File: config.mk
export PLATFORM = sky130hd
export DESIGN_NAME = xstate_save_seq
export DESIGN_NICKNAME = d
export VERILOG_FILES = /design/src/rtl/xss_pkg.sv /design/src/rtl/xss_req_capture.sv /design/src/rtl/xss_hdr_merge.sv /design/src/rtl/xss_cmd_seq.sv /design/src/rtl/xstate_save_seq.sv
export SDC_FILE = /design/constraint.sdc
export NUM_CORES = 1
export LEC_CHECK = 0
export BUFFER_PORTS_ARGS = -buffer_cell sky130_fd_sc_hd__buf_2
export CAP_MARGIN = 20
export CORE_MARGIN = 10
export CORE_UTILIZATION = 40
export CTS_CLUSTER_SIZE = 40
export DETAILED_ROUTE_END_ITERATION = 7
export PLACE_DENSITY = 0.71
export SLEW_MARGIN = 20
export SYNTH_ARGS = -nofsm -noshare
export SYNTH_HDL_FRONTEND = slang
export SYNTH_SLANG_ARGS = --single-unit
File: constraint.sdc
create_clock -name clk -period 2.4 [get_ports clk]
set_clock_uncertainty 0.1 [all_clocks]
set_input_delay 0 -clock clk [delete_from_list [all_inputs] [get_ports clk]]
set_output_delay 0 -clock clk [all_outputs]
set_load 0.01 [all_outputs]
File: src/rtl/xss_pkg.sv
package xss_pkg;

    localparam int NUM_STEPS = 5;
    localparam int STEP_W    = 3;

    typedef enum logic [STEP_W-1:0] {
        STEP_STACK = 3'd0,
        STEP_VEC   = 3'd1,
        STEP_CTRL  = 3'd2,
        STEP_WIDE  = 3'd3,
        STEP_HDR   = 3'd4
    } step_e;

    typedef enum logic [1:0] {
        AREA_LEGACY = 2'd0,
        AREA_EXT    = 2'd1,
        AREA_HDR    = 2'd2
    } area_e;

    function automatic area_e area_of(step_e s);
        case (s)
            STEP_WIDE: area_of = AREA_EXT;
            STEP_HDR:  area_of = AREA_HDR;
            default:   area_of = AREA_LEGACY;
        endcase
    endfunction

    // Steps to run for the three low bitmap bits; the header step always runs.
    function automatic logic [NUM_STEPS-1:0] steps_needed(logic [2:0] b);
        steps_needed[STEP_STACK] = b[0];
        steps_needed[STEP_VEC]   = b[1];
        steps_needed[STEP_CTRL]  = b[1] | b[2];
        steps_needed[STEP_WIDE]  = b[2];
        steps_needed[STEP_HDR]   = 1'b1;
    endfunction

endpackage

File: src/rtl/xss_req_capture.sv
module xss_req_capture #(
    parameter int MASK_W = 64
) (
    input  logic              clk,
    input  logic              rst,
    input  logic              take_i,
    input  logic [MASK_W-1:0] en_i,
    input  logic [MASK_W-1:0] hi_src_i,
    input  logic [MASK_W-1:0] lo_src_i,
    input  logic [MASK_W-1:0] in_use_i,
    input  logic [MASK_W-1:0] old_i,
    output logic [MASK_W-1:0] bm_now_o,
    output logic [MASK_W-1:0] bm_q_o,
    output logic [MASK_W-1:0] in_use_q_o,
    output logic [MASK_W-1:0] old_q_o
);
    localparam int HALF = MASK_W / 2;

    assign bm_now_o = en_i & {hi_src_i[HALF-1:0], lo_src_i[HALF-1:0]};

    always_ff @(posedge clk) begin
        if (rst) begin
            bm_q_o     <= '0;
            in_use_q_o <= '0;
            old_q_o    <= '0;
        end else if (take_i) begin
            bm_q_o     <= bm_now_o;
            in_use_q_o <= in_use_i;
            old_q_o    <= old_i;
        end
    end

    AST_CAPTURE_HELD: assert property (@(posedge clk) disable iff (rst)
        !take_i |=> ($stable(bm_q_o) && $stable(old_q_o) && $stable(in_use_q_o)));

endmodule

File: src/rtl/xss_hdr_merge.sv
module xss_hdr_merge #(
    parameter int MASK_W = 64
) (
    input  logic [MASK_W-1:0] old_i,
    input  logic [MASK_W-1:0] in_use_i,
    input  logic [MASK_W-1:0] bm_i,
    output logic [MASK_W-1:0] hdr_o
);
    always_comb begin
        hdr_o = (old_i & ~bm_i) | (in_use_i & bm_i);
    end
endmodule

File: src/rtl/xss_cmd_seq.sv
module xss_cmd_seq
    import xss_pkg::*;
(
    input  logic        clk,
    input  logic        rst,
    input  logic        load_i,
    input  logic [2:0]  low_bits_i,
    input  logic        ready_i,
    output logic        busy_o,
    output logic        valid_o,
    output step_e       kind_o,
    output area_e       area_o,
    output logic        done_o
);
    logic [NUM_STEPS-1:0] pend_q;
    logic [STEP_W-1:0]    cur;
    logic                 fire;

    // Lowest pending step goes first, which yields the fixed order.
    always_comb begin
        cur = '0;
        for (int i = NUM_STEPS - 1; i >= 0; i--) begin
            if (pend_q[i]) cur = STEP_W'(i);
        end
    end

    assign busy_o  = |pend_q;
    assign valid_o = busy_o;
    assign kind_o  = step_e'(cur);
    assign area_o  = area_of(kind_o);
    assign fire    = valid_o & ready_i;

    always_ff @(posedge clk) begin
        if (rst) begin
            pend_q <= '0;
            done_o <= 1'b0;
        end else begin
            done_o <= fire && (kind_o == STEP_HDR);
            if (load_i) begin
                pend_q <= steps_needed(low_bits_i);
            end else if (fire) begin
                pend_q[cur] <= 1'b0;
            end
        end
    end

    AST_HOLD_UNTIL_READY: assert property (@(posedge clk) disable iff (rst)
        (valid_o && !ready_i) |=> (valid_o && $stable(kind_o) && $stable(area_o)));

    AST_ASCENDING_ORDER: assert property (@(posedge clk) disable iff (rst)
        (fire && kind_o != STEP_HDR) |=> (valid_o && kind_o > $past(kind_o)));

    AST_DONE_SINGLE: assert property (@(posedge clk) disable iff (rst)
        done_o |=> !done_o);

    AST_DONE_AFTER_HDR: assert property (@(posedge clk) disable iff (rst)
        done_o |-> $past(fire && kind_o == STEP_HDR));

endmodule

File: src/rtl/xstate_save_seq.sv
module xstate_save_seq
    import xss_pkg::*;
#(
    parameter int MASK_W = 64
) (
    input  logic              clk,
    input  logic              rst,
    input  logic              start_i,
    input  logic [MASK_W-1:0] feat_en_i,
    input  logic [MASK_W-1:0] mask_hi_src_i,
    input  logic [MASK_W-1:0] mask_lo_src_i,
    input  logic [MASK_W-1:0] in_use_i,
    input  logic [MASK_W-1:0] old_hdr_i,
    output logic              cmd_valid_o,
    input  logic              cmd_ready_i,
    output logic [2:0]        cmd_kind_o,
    output logic [1:0]        cmd_region_o,
    output logic              done_o,
    output logic [MASK_W-1:0] new_hdr_o
);
    logic              busy;
    logic              take;
    logic [MASK_W-1:0] bm_now, bm_q, in_use_q, old_q;
    step_e             kind;
    area_e             area;

    assign take = start_i & ~busy;

    xss_req_capture #(.MASK_W(MASK_W)) u_cap (
        .clk        (clk),
        .rst        (rst),
        .take_i     (take),
        .en_i       (feat_en_i),
        .hi_src_i   (mask_hi_src_i),
        .lo_src_i   (mask_lo_src_i),
        .in_use_i   (in_use_i),
        .old_i      (old_hdr_i),
        .bm_now_o   (bm_now),
        .bm_q_o     (bm_q),
        .in_use_q_o (in_use_q),
        .old_q_o    (old_q)
    );

    xss_cmd_seq u_seq (
        .clk        (clk),
        .rst        (rst),
        .load_i     (take),
        .low_bits_i (bm_now[2:0]),
        .ready_i    (cmd_ready_i),
        .busy_o     (busy),
        .valid_o    (cmd_valid_o),
        .kind_o     (kind),
        .area_o     (area),
        .done_o     (done_o)
    );

    xss_hdr_merge #(.MASK_W(MASK_W)) u_merge (
        .old_i    (old_q),
        .in_use_i (in_use_q),
        .bm_i     (bm_q),
        .hdr_o    (new_hdr_o)
    );

    assign cmd_kind_o   = kind;
    assign cmd_region_o = area;

    AST_HDR_STABLE_WHILE_BUSY: assert property (@(posedge clk) disable iff (rst)
        (cmd_valid_o && !(cmd_ready_i && kind == STEP_HDR)) |=> $stable(new_hdr_o));

    AST_HDR_REGION: assert property (@(posedge clk) disable iff (rst)
        (cmd_valid_o && kind == STEP_HDR) |-> (area == AREA_HDR));

endmodule

Yosys cells after proc, flatten, opt, wreduce, memory -nomap -nowiden
Cells that the tools add are included.
W data, S select, Z words.
{"block": "word_totals", "regBits": 198, "inputBits": 324, "output_inout_bits": 71, "elab_cells": 34}
{"block": "classes", "order_cmp": 2, "n_eq_ne": 2, "muxes": 10, "n_bitwise": 11, "reduce_logical": 4}
{"operator": "$and A64 B64 Y64", "count": 3}
{"operator": "$not A64 Y64", "count": 1}
{"operator": "$or A64 B64 Y64", "count": 1}
{"operator": "$mux W3", "count": 5}
{"operator": "$mux W5", "count": 2}
{"operator": "$and A5 B5 Y5", "count": 1}
{"operator": "$not A5 Y5", "count": 1}
{"operator": "$reduce_or A5 Y1", "count": 1}
{"operator": "$lt A3 B4 Y1 const B", "count": 1}
{"operator": "$pmux W2 S2", "count": 1}
{"operator": "$demux W1 S3", "count": 1}
{"operator": "$eq A3 B2 Y1 const B", "count": 1}
{"operator": "$eq A3 B3 Y1 const B", "count": 1}
{"operator": "$ge A3 B1 Y1 const B", "count": 1}
{"operator": "$and A1 B1 Y1", "count": 2}
{"operator": "$logic_and A1 B1 Y1", "count": 2}
{"operator": "$reduce_bool A2 Y1", "count": 1}
{"operator": "$mux W1", "count": 1}
{"operator": "$not A1 Y1", "count": 1}
{"operator": "$or A1 B1 Y1", "count": 1}

Longest topological paths before layout
{"block": "logic_depth", "depth_word": 13, "ltp_mapped": 6, "ltp_nobuf": 3}

Modules after synthesis
Synthesis repeated with hierarchy kept, for this count alone.
{"block": "hier_totals", "cells_unflattened": 856, "hier_area_um2": 9093.7}
{"mod": "xss_req_capture", "instances": 1, "cells_each": 754, "area_each_um2": 7800.0, "seq_area_each_um2": 3843.7}
{"mod": "xss_hdr_merge", "instances": 1, "cells_each": 64, "area_each_um2": 960.9, "seq_area_each_um2": 0.0}
{"mod": "xss_cmd_seq", "instances": 1, "cells_each": 37, "area_each_um2": 319.1, "seq_area_each_um2": 120.1}
{"mod": "xstate_save_seq", "instances": 1, "cells_each": 1, "area_each_um2": 13.8, "seq_area_each_um2": 0.0}

Worst setup path after synthesis
OpenSTA, ideal clock, no wires.
{"block": "synth_path", "kind": "flip-flop to flip-flop", "start": "register u_seq.pend_q[0]", "end": "register u_cap.bm_q_o[0]", "setup_ns": 0.132, "arrival_ns": 1.476, "required_ns": 2.168, "setup_slack_ns": 0.692, "path_stages_with_launch": 7, "n_path_buf": 3, "synth_period_minus_slack_ns": 1.708, "path_cell_list": "dfxtp_1 -> buf_6 -> or4_4 -> buf_6 -> clkbuf_2 -> o21ai_0 -> a21oi_1"}
{"block": "synth_between", "elab_chain_len": 3}
{"element": "from (decl)", "line": "xss_cmd_seq.sv:15", "text": "logic [NUM_STEPS-1:0] pend_q;"}
{"element": "from (signal assigned)", "line": "xss_cmd_seq.sv:40", "text": "pend_q <= steps_needed(low_bits_i);"}
{"element": "$reduce_or A5 Y1", "line": "xss_cmd_seq.sv:27", "text": "assign busy_o = |pend_q;"}
{"element": "$not A1 Y1", "line": "xstate_save_seq.sv:27", "text": "assign take = start_i & ~busy;"}
{"element": "$and A1 B1 Y1", "line": "xstate_save_seq.sv:27"}
{"element": "to (signal assigned)", "line": "xss_req_capture.sv:27", "text": "bm_q_o <= bm_now_o;"}
{"element": "to (decl)", "line": "xss_req_capture.sv:13", "text": "output logic [MASK_W-1:0] bm_q_o,"}
No other way between the ends.
A chain may end at the register's enable or synchronous reset.

Worst setup path in the final report
{"block": "layout_path", "start": "register u_seq.pend_q[3]", "end": "register u_cap.in_use_q_o[22]"}
{"block": "layout_between", "elab_chain_len": 3}
{"element": "$reduce_or A5 Y1", "line": "xss_cmd_seq.sv:27"}
{"element": "$not A1 Y1", "line": "xstate_save_seq.sv:27"}
{"element": "$and A1 B1 Y1", "line": "xstate_save_seq.sv:27"}
{"element": "to (signal assigned)", "line": "xss_req_capture.sv:28", "text": "in_use_q_o <= in_use_i;"}
{"element": "to (decl)", "line": "xss_req_capture.sv:14", "text": "output logic [MASK_W-1:0] in_use_q_o,"}
No other way between the ends.

==> impl_metrics.csv <==
group,metric,value,unit
logic_synthesis,synthMostInstantiatedCell,"dfxtp_1",
critical_path,crit_type,"reg -> reg",
placed_design,dp_worst_setup_slack,0.504,ns
clocking,count_of_h_tree_levels_built_during_cts,4,
timing,setup_viol,0,
pwr,power.clock.fraction,0.324,
placed_design,routability_cong,0.836,
critical_path,critPathRequiredTime,2.60,ns
critical_path,critPathArrivalTime,2.59,ns
logic_synthesis,synth_fp_nets,1298,
detailed_routing,remaining_drc_errors,0,
detailed_routing,dr.pass1.iters,5,
detailed_routing,detail-route-antenna-nets,0,
grt,grt_pass1_wl,55400,µm
cells_and_area,multi_input_comb_area,3890,µm²
clocking,worst_setup_hold_path_clk_slew,0.08,ns
timing,worst_slack,0.0141,ns
timing,slew_viol_final,0,
logic_synthesis,synth_edf_count,0,
timing,fmaxAchievable,0.419,GHz
detailed_routing,wl_per_cell,19.9,µm
cells_and_area,area_growth_syn_to_layout,66.0,%
timing,layout_min_cycle_time,2.39,ns
timing,rsz0062_at_grt,"true",
die,rows,52,
logic_synthesis,postSynthRegisterBits,198,
critical_path,endpoint_type_of_the_worst_setup_path,"flop",
timing,totalNegativeSetupSlack,0,ns
timing,slew_headroom,0.580,
critical_path,worstPathCellList,"or4_4, buf_16, o21ai_2, a21oi_1, dlygate4sd3_1",
die,core_area,20300,µm²
grt,grt_antenna_before_repair,8,
logic_synthesis,synth_top_cell_area_share,0.478,
clocking,clock_tree_from_tritoncts,"yes",
critical_path,crit_path_start_kind,"flop",
grt,globalRouteOverflowTotal,0,
critical_path,cp_slowest_stage_delay,0.64,ns
cells_and_area,seq_area,3970,µm²
critical_path,worst-path-buf-inv,2,
die,top_level_ports,395,
logic_synthesis,syn_inst,974,
pwr,p_leak,5.66,nW
placed_design,numPortBuffers,330,
detailed_routing,totalWireLength,36400,µm
logic_synthesis,synth.lib_cells_used.distinct,24,
grt,globalRouteTotalUtil,0.252,
logic_synthesis,synth_area,8290,µm²
logic_synthesis,most_used_dff_post_synth,"dfxtp_1",
cells_and_area,design.final.nets,1861,
critical_path,critPathMaxFanout,66,
logic_synthesis,top_cell_types_by_occurrence_after_synthesis,"dfxtp_1, a21oi_1, o21ai_0",
logic_synthesis,synth-async-reset-ratio,0,
pwr,combPwrFrac,0.247,
pwr,worst_ir_drop_vdd,0.000417,V
cells_and_area,final_core_util,0.678,
pwr,netSwitchingPower,2.62,mW
clocking,cts.sink_count,198,
timing,final-hold-violation-count,0,
run,maxCapViolations,0,
pwr,power.sequential.fraction,0.429,
clocking,clock_latency,0.43,ns
grt,first_global_vias,10500,
clocking,cts_inserted_buffers,17,
logic_synthesis,synth.yosys.warnings,0,
critical_path,critPathTopFamily,"buffers and inverters",
logic_synthesis,synth_largest_area_cell,"dfxtp_1",
die,die_area,26900,µm²
timing,worstMarginPinSlew,0.631,ns
die,horizontal_die_dimension,164,µm
critical_path,cp_slowest_cell,"dlygate4sd3_1",
grt,maximum_number_of_pins_on_one_net_before_global_route_repair,132,
die,dieHeight,164,µm
logic_synthesis,biggest_area_contributors_in_the_synthesized_netlist,"dfxtp_1, a21oi_1, o21ai_0",
pwr,cell_int_power,5.92,mW
timing,layout_worst_path_cycle_share,0.994,
min_path,holdCritPathClass,"in -> reg",
die,initial_utilization,0.409,
detailed_routing,viasPerCell,5.59,
cells_and_area,n_fill_cell,1501,
clocking,clockRootBuffer,"clkbuf_16",
logic_synthesis,synth-seq-area-share,0.478,
status,outcome,"finished clean",
logic_synthesis,avgSynthCellArea,8.52,µm²
pwr,sw_frac_of_total,0.307,
detailed_routing,drt_iter0_markers,1090,
cells_and_area,layout-drive-gt1-share,0.293,
detailed_routing,num_vias,10200,
pwr,cellPowerDensity,620,nW/µm²
clocking,cts-root-to-sink-buffers,2,
placed_design,dp_hpwl,18700,µm
==> registers in the layout, indices dropped and copies added, names as in the netlist <==
register,flops
u_cap.bm_q_o,64
u_seq.pend_q,5
u_cap.old_q_o,64
u_cap.in_use_q_o,64
u_seq.done_o,1
==> worst min-delay path, delay by kind of cell <==
kind | cells | cell delay (ns)
AOI/OAI and AO/OA | 2 | 0.24
buffers and inverters | 1 | 0.15
and+or+nand+nor | 1 | 0.23
==> stage by stage <==
step / total power [mW] / cells / cell area [µm²] / hold slack [ns]
floorplan: 4.65 / 974 / 8290 / 0.0477
global placement: 5.23 / 1478 / 10100 / 0.154
detailed placement: 5.26 / 1478 / 10100 / 0.159
CTS: 8.42 / 1812 / 13600 / 0.172
global route: 8.92 / 1828 / 13800 / 0.197
finish: 8.54 / 1829 / 13800 / 0.120
==> worst paths after layout <==
kind	from	end	slack, ns	cells after the start
min reg2reg	u_cap.in_use_q_o[54]	u_cap.in_use_q_o[54]	0.38	2
max	u_seq.pend_q[3]	u_cap.in_use_q_o[22]	0.01	5
min	start_i	u_cap.bm_q_o[55]	0.12	4
max reg2reg	u_seq.pend_q[3]	u_cap.in_use_q_o[22]	0.01	5
==> cells by family (layout without fill, tap and decap cells) <==
group | Yosys count | in the layout | share of synthesized area
AO/OA/AOI/OAI | 394 | 394 | 0.239
multiplexers | 64 | 64 | 0.0869
AND/OR/NAND/NOR | 208 | 210 | 0.139
buffers and inverters | 110 | 684 | 0.0575
other | 0 | 9 | 0
flip-flops | 198 | 198 | 0.478
==> routing by layer <==
layer	GRT usage	wire, µm	vias up
met2	0.436	18600	555
met5	0	0	-
met3	0.0658	2710	122
met4	0.127	1650	0
li1	-	-	4708
met1	0.280	13500	4830
==> cells in the final DEF (no fill, tap or decap), types with 2 or more instances in the layout <==
cell and instances:
o21ai_0 183, a21oi_1 197, dlygate4sd3_1 302, dfxtp_2 3, mux2_2 64, inv_6 2
nor2_1 3, inv_8 4, nand3_1 128, clkinv_2 2, buf_2 329, buf_12 9
clkinv_4 4, clkbuf_16 19, nand2_1 2, nand4_1 64, diode_2 9, and2_1 2
buf_4 5, nand2b_2 2, dfxtp_1 195, o21ai_1 11, buf_6 2, inv_1 2
==> power by group through the flow <==
stage | logic [mW] | clock network [mW] | registers [mW]
finish | 2.11 | 2.77 | 3.66
global route | 2.27 | 2.96 | 3.69
CTS | 1.95 | 2.82 | 3.65
detailed placement | 1.53 | 0 | 3.72
global placement | 1.51 | 0 | 3.71
floorplan | 0.973 | 0 | 3.68
==> what timing repair did <==
action | 4_1_cts | 5_1_grt
resized for setup | 0 | 18
hold endpoints to repair | 198 | 0
setup endpoints to repair | 0 | 80
hold buffers | 302 | 0
setup buffers | 0 | 4
==> cell type report <==
class / count / share of cell area
Antenna cell: 9 / 0.00164
Timing Repair Buffer: 650 / 0.362
Multi-Input combinational cell: 668 / 0.282
Clock inverter: 13 / 0.00836
Sequential cell: 198 / 0.288
Clock buffer: 19 / 0.0322
Tap cell: 270 / 0.0245
Inverter: 2 / 0.000545
(Power assumes the default switching activity.)
